--- config.mk ---
export PLATFORM = sky130hd
export DESIGN_NAME = dout_phase_stage
export DESIGN_NICKNAME = d
export VERILOG_FILES = /design/src/rtl/dout_stage_pkg.sv /design/src/rtl/dout_edge_decode.sv /design/src/rtl/dout_delay_line.sv /design/src/rtl/dout_clk_fsm.sv /design/src/rtl/dout_phase_stage.sv
export SDC_FILE = /design/constraint.sdc
export NUM_CORES = 1
export LEC_CHECK = 0
export ABC_AREA = 1
export BUFFER_PORTS_ARGS = -buffer_cell sky130_fd_sc_hd__clkbuf_2
export CORE_UTILIZATION = 25
export CTS_CLUSTER_DIAMETER = 100
export DETAILED_ROUTE_END_ITERATION = 16
export GPL_TIMING_DRIVEN = 0
export PLACE_DENSITY = 0.46
export SLEW_MARGIN = 20
export SYNTH_ARGS = -nofsm -noshare
export SYNTH_HDL_FRONTEND = slang
export SYNTH_HIERARCHICAL = 1
export SYNTH_SLANG_ARGS = --single-unit
--- constraint.sdc ---
create_clock -name clk -period 0.8 [get_ports clk]
set_input_delay 0.16 -clock clk [delete_from_list [all_inputs] [get_ports clk]]
set_output_delay 0.16 -clock clk [all_outputs]
set_load 0.03 [all_outputs]
--- src/rtl/dout_stage_pkg.sv ---
package dout_stage_pkg;

    localparam int PHASE_W = 6;
    localparam int PHASE_N = 1 << PHASE_W;
    localparam int CTRL_W  = 2 * PHASE_W + 1;

    typedef logic [PHASE_W-1:0] phase_t;

    // packed order gives bit 12 = mode, [11:6] = companion, [5:0] = launch
    typedef struct packed {
        logic   fixed_clk;
        phase_t comp;
        phase_t launch;
    } ctrl_t;

    typedef enum logic [1:0] {
        DCK_IDLE = 2'd0,
        DCK_HIGH = 2'd1,
        DCK_LOW  = 2'd2
    } dck_state_e;

endpackage

--- src/rtl/dout_edge_decode.sv ---
module dout_edge_decode
    import dout_stage_pkg::*;
(
    input  ctrl_t  ctrl,
    input  phase_t phase,
    output logic   launch_hit,
    output logic   rise_hit,
    output logic   fall_hit
);

    localparam phase_t FIX_RISE = '0;
    localparam phase_t FIX_FALL = phase_t'(PHASE_N / 2);

    phase_t rise_pos;
    phase_t fall_pos;

    always_comb begin
        if (ctrl.fixed_clk) begin
            rise_pos = FIX_RISE;
            fall_pos = FIX_FALL;
        end else begin
            rise_pos = ctrl.launch;
            fall_pos = ctrl.comp;
        end
    end

    assign launch_hit = (phase == ctrl.launch);
    assign rise_hit   = (phase == rise_pos);
    assign fall_hit   = (phase == fall_pos);

endmodule

--- src/rtl/dout_delay_line.sv ---
module dout_delay_line #(
    parameter int DATA_W  = 12,
    parameter int LATENCY = 16
) (
    input  logic              clk,
    input  logic              rst_n,
    input  logic              capture,
    input  logic [DATA_W-1:0] sample,
    input  logic              advance,
    output logic [DATA_W-1:0] word_out
);

    localparam int STAGES = LATENCY - 1;

    logic [DATA_W-1:0] held;
    logic [DATA_W-1:0] entry;

    // a strobe on the launch edge feeds the fresh word straight in
    assign entry = capture ? sample : held;

    always_ff @(posedge clk or negedge rst_n) begin
        if (!rst_n) begin
            held <= '0;
        end else if (capture) begin
            held <= sample;
        end
    end

    generate
        if (STAGES > 0) begin : g_line
            logic [STAGES-1:0][DATA_W-1:0] stage;

            always_ff @(posedge clk or negedge rst_n) begin
                if (!rst_n) begin
                    stage    <= '0;
                    word_out <= '0;
                end else if (advance) begin
                    stage[0] <= entry;
                    for (int i = 1; i < STAGES; i++) begin
                        stage[i] <= stage[i-1];
                    end
                    word_out <= stage[STAGES-1];
                end
            end
        end else begin : g_direct
            always_ff @(posedge clk or negedge rst_n) begin
                if (!rst_n) begin
                    word_out <= '0;
                end else if (advance) begin
                    word_out <= entry;
                end
            end
        end
    endgenerate

endmodule

--- src/rtl/dout_clk_fsm.sv ---
module dout_clk_fsm
    import dout_stage_pkg::*;
(
    input  logic clk,
    input  logic rst_n,
    input  logic rise_hit,
    input  logic fall_hit,
    output logic dclk
);

    dck_state_e state;
    dck_state_e state_nx;

    always_ff @(posedge clk or negedge rst_n) begin
        if (!rst_n) begin
            state <= DCK_IDLE;
        end else begin
            state <= state_nx;
        end
    end

    always_comb begin
        state_nx = state;
        unique case (state)
            DCK_IDLE: if (rise_hit) state_nx = DCK_HIGH;
            DCK_LOW:  if (rise_hit) state_nx = DCK_HIGH;
            DCK_HIGH: if (fall_hit) state_nx = DCK_LOW;
            default:  state_nx = DCK_IDLE;
        endcase
    end

    always_comb begin
        unique case (state)
            DCK_HIGH: dclk = 1'b1;
            default:  dclk = 1'b0;
        endcase
    end

endmodule

--- src/rtl/dout_phase_stage.sv ---
module dout_phase_stage #(
    parameter int DATA_W  = 12,
    parameter int LATENCY = 16
) (
    input  logic                                clk,
    input  logic                                rst_n,
    input  logic [dout_stage_pkg::PHASE_W-1:0]  phase_pos,
    input  logic                                shd_strobe,
    input  logic [DATA_W-1:0]                   adc_word,
    input  logic [dout_stage_pkg::CTRL_W-1:0]   out_ctrl,
    output logic [DATA_W-1:0]                   dout,
    output logic                                dclk
);

    import dout_stage_pkg::*;

    ctrl_t ctrl;
    logic  launch_hit;
    logic  rise_hit;
    logic  fall_hit;

    assign ctrl = ctrl_t'(out_ctrl);

    dout_edge_decode u_decode (
        .ctrl       (ctrl),
        .phase      (phase_pos),
        .launch_hit (launch_hit),
        .rise_hit   (rise_hit),
        .fall_hit   (fall_hit)
    );

    dout_delay_line #(
        .DATA_W  (DATA_W),
        .LATENCY (LATENCY)
    ) u_line (
        .clk      (clk),
        .rst_n    (rst_n),
        .capture  (shd_strobe),
        .sample   (adc_word),
        .advance  (launch_hit),
        .word_out (dout)
    );

    dout_clk_fsm u_clk (
        .clk      (clk),
        .rst_n    (rst_n),
        .rise_hit (rise_hit),
        .fall_hit (fall_hit),
        .dclk     (dclk)
    );

endmodule

# After elaboration in Yosys (flattened, before gate mapping)
# Index checks and enable logic that the tools add are counted.
# word_totals
reg_bits,206
latchBits,0
ram_bits,0
romBits,0
inputBits,34
out_inout_bits,13
word_cells,35
memories,0
# classes
addsub,0
n_mul,0
div,0
magnitude_cmp,0
eq_ne,7
shift,0
muxes,7
bitwise_logic,0
n_reduce_logical,3
# op_table
cell,n
equality test 6 bit,3
2-to-1 mux 12 bit,1
2-to-1 mux 6 bit,2
2-to-1 mux 2 bit,2
case mux 2 bit (2 select lines),1
equality test 2 x 1 -> 1 bit (second input constant),1
equality test 2 bit (second input constant),1
logical NOT 2 bit,1
!= test 2 x 1 -> 1 bit (second input constant),1
!= test 2 bit (second input constant),1
AND reduction 2 bit,1
OR reduction 2 bit,1
2-to-1 mux 1 bit,1

# Longest topological paths before layout
# logic_depth
depth_word,4
depth_mapped,12

# Modules after synthesis
# Netlist, hierarchy kept.
# modules_own_cells
module,n_inst,cells_each,area_per_inst_um2,seq_area_each_um2
dout_delay_line,1,862,7811.2,5104.9
dout_edge_decode,1,73,335.3,0.0
dout_clk_fsm,1,13,93.8,50.0

# Least setup slack after synthesis
# No wires, ideal clock.
# synth_path
path_type,input-to-reg
from,in phase_pos[4] (netlist bit)
to,reg u_line.word_out[0]
setup_ps,118
arrival_time_ps,1224
required_ps,682
slack_ps,-541
cell_stages,12
cell_sequence,inv_1 -> nand2_1 -> o21ai_0 -> nor2_1 -> nand2_1 -> nor2_1 -> inv_2 -> buf_2 -> buf_6 -> buf_6 -> nand2_1 -> nand2_1
# synth_between
elab_chain_cells,1
# synth_lines
element,line,source
"start, declared",dout_phase_stage.sv:7,"input logic [dout_stage_pkg::PHASE_W-1:0] phase_pos,"
equality test 6 bit,dout_edge_decode.sv:27,assign launch_hit = (phase == ctrl.launch);
net launch_hit,dout_phase_stage.sv:18,logic launch_hit;
"end signal, assigned",dout_delay_line.sv:42,word_out <= stage[STAGES-1];
"end, declared",dout_delay_line.sv:10,output logic [DATA_W-1:0] word_out
# The timed path passes the listed nets, and every way through them passes these cells.
# A chain may end at the register's enable or synchronous reset.

# Worst setup path in the final report
# layout_path
from,reg u_clk.state[1]
to,out dclk
# layout_between
elab_chain_cells,2
# layout_lines
element,line,source
"start, declared",dout_clk_fsm.sv:11,dck_state_e state;
"start signal, assigned",dout_clk_fsm.sv:18,state <= state_nx;
equality test 2 x 1 -> 1 bit,dout_clk_fsm.sv:33,unique case (state)
2-to-1 mux 1 bit,dout_clk_fsm.sv:33,
"end, declared",dout_phase_stage.sv:12,output logic dclk
# No other way between the ends.

==> impl_results.md <==
- Outcome: complete, but fails checks
- Failing checks: negative hold slack, negative setup slack
- Share of cells above drive strength 1: 0.483
- Syn. warnings: 6
- Worst slack at placement: -0.989 ns
- Nature of the critical path startpoint: register
- # IOs: 47
- Synth cell types: 15
- Register area share after synthesis: 0.626
- Final hold vios: 97
- Average wire per standard cell: 13.8 um
- Min Tclk post-route: 1.32 ns
- Detailed Routing Iterations Pass 1: 4
- Launch point of the worst reg-to-reg path: u_line/word_out[4]$_DFFE_PN0P_
- First-pass GRT wire length: about 35000 um
- Synth area leaders: dfrtp_1 63%, nand2_1 24%, o21ai_0 3.0%, inv_1 2.6%, buf_6 1.5%
- Site Rows: 66
- Final worst setup slack: -0.516 ns
- CP peak stage delay: 0.43 ns
- Clock Skew: ~0.012 ns
- Crit path DAT: 1.16 ns
- Final net count: 1143
- Worst setup path class: reg -> out
- Measured slew at the worst slew-check pin: 0.427 ns
- Root Buffer: clkbuf_16
- Initial drt markers: 325
- Global route overflow: 0
- Vias per inst: 4.11
- Slew Viols, Final: 0
- Worst min-delay path class: in -> async
- Worst-path maximum fanout: 3
- Port bufs: 46
- Antenna-violating nets left: 0
- F_max: 760 MHz
- Drc violations: 0
- Commonest non-fill, non-tap cell in the layout: nand2_1
- Commonest non-fill, non-tap cells in the layout: 247 x nand2_1, 206 x dfrtp_1, 202 x nand2_2
- Vias in the first global route: 6713
- Antenna cells: 0
- Setup violators final: 205
- GP Congestion: 0.730
- Initial antenna violation count: 0
- Critical-path cell list: nor2_4 -> buf_8
- Drt total wl: 21600 um
- Via count: 6430
- Max-cap violations: 0
- Power Density: around 2300 mW/mm2
- Synth area leader: dfrtp_1
- Post-Syn Area: approximately 0.0082 mm2
- Inserted Clock Buffers: 22
- Initial Utilization: 0.254
- Area delta synth->final: 61.1%
- CTS tree: built
- Leakage power: 0.00694 uW
- Clock Latency Late Sink: 0.51 ns
- Share of the synthesized area in the top cell type: 0.626
- Clk sinks: 206
- Worst EP required: 0.64 ns
- Avg Inst Size Synth: about 8.7 um2
- GRT Util Overall: 0.133
- RSZ-0062 raised after global routing: true
- Largest net degree at the start of global routing: 84
- Clock Pin Slew Worst Setup and Hold Paths: 0.06 ns
- HPWL Detailed: ~12000 um
- Period utilisation layout: 1.64
- H-tree levels: 1
- Crit. End Element: output pin
- Util after Layout: 0.409
- # hold bufs at CTS: 12
- Die height: roughly 180 um
- Slew HR: 0.715
- Net Count, Synth: 982
- Total design power: between 30000 and 40000 uW
- Die Wd: approximately 180 um
- Max VDD drop: 0.00126 V
- Post-Synthesis Cells: 948
- Total core area: 0.0325 mm2
- Slowest cell on the critical path: dfrtp_1
- Crit. Startpoint: u_clk/state[1]$_DFFE_PN0P_
- Seq cells post-synth: approximately 210
- Clk buf depth: 3
- Die ar.: approximately 0.034 mm2
- Hold WS: -0.395 ns
-- layout make-up --
type | instances | area [um2]
clock inverters | 4 | 70.1
flip-flops and latches | 206 | 5150
multi-input cells | 636 | 3880
clock buffers | 35 | 671
inverters | 60 | 248
well taps | 442 | 553
repair buffers | 142 | 2030
fillers | 3127 | 19200
plain buffers | 41 | 659
-- metal layers --
layer | routed length (um) | track usage | up-vias
li1 | - | - | 3204
met1 | 9490 | 0.173 | 3139
met2 | 11200 | 0.233 | 58
met3 | 491 | 0.0186 | 29
met4 | 392 | 0.0307 | 0
met5 | 0 | 0 | -
-- path summary, 6_finish.rpt --
check,to,cells past startpoint,slack [ns]
worst max-delay path,dclk,2,-0.52
worst min-delay path,u_line/word_out[10]$_DFFE_PN0P_,1,-0.40
max in group asynchronous,u_line/g_line.stage[33]$_DFFE_PN0P_,3,0.18
worst max register to register,u_line/word_out[4]$_DFFE_PN0P_,4,-0.06
min in group clk,u_line/g_line.stage[5]$_DFFE_PN0P_,5,0.02
worst min register to register,u_line/g_line.stage[91]$_DFFE_PN0P_,2,0.47
-- cells in the mapped netlist --
cell type  count
dfrtp_1      206
xnor2_1        2
nor2_1        12
nand2_2        1
inv_2          2
buf_2         21
xor2_1         4
buf_4         10
inv_1         58
buf_6         11
nand2_1      532
nand3_1       23
and2_1        12
clkbuf_1       4
o21ai_0       50
-- critical path: cells and delay by family (launching register included) --
kind / cells / cell delay, ns
buffers and inverters: 1 / 0.13
DFF: 1 / 0.43
and+or+nand+nor: 1 / 0.11
-- metrics by stage --
stage	area (um2)	std cells	TNS (ns)
after floorplan	8290	948	-75.25
after global placement	9070	1436	-1116.96
after detailed placement	9130	1438	-211.23
after CTS	12600	1561	-45.75
after global routing	13300	1566	-63.79
final	13300	1566	-48.74
-- kinds of logic (layout without fill, tap and decap cells) --
group,after synthesis,in the layout,share of synthesized area
and+or+nand+nor,580,580,0.272
xor gates and xnor gates,6,6,0.00638
DFF,206,206,0.626
AOI/OAI and AO/OA,50,50,0.0304
buffers and inverters,106,282,0.0660
-- power breakdown --
group          switching (uW)  internal [uW]  total, uW
Sequential               1750          12500      14300
Clock                    4120           6370      10500
Combinational            2740           2870       5610
Total                    8610          21800      30400
-- state kept, by name, indices dropped and copies added (netlist names) --
name	cells
u_line/word_out	12
u_clk/state	2
u_line/held	12
u_line/g_line.stage	180
-- timing repair --
action                     4_1_cts  5_1_grt
cloned                          35        2
gates resized for setup        465      233
hold endpoints to repair       101       82
setup endpoints to repair      271      208
buffers inserted                38       19
pin swaps                       85       74
Note: power is estimated with default switching activity, not from simulation.
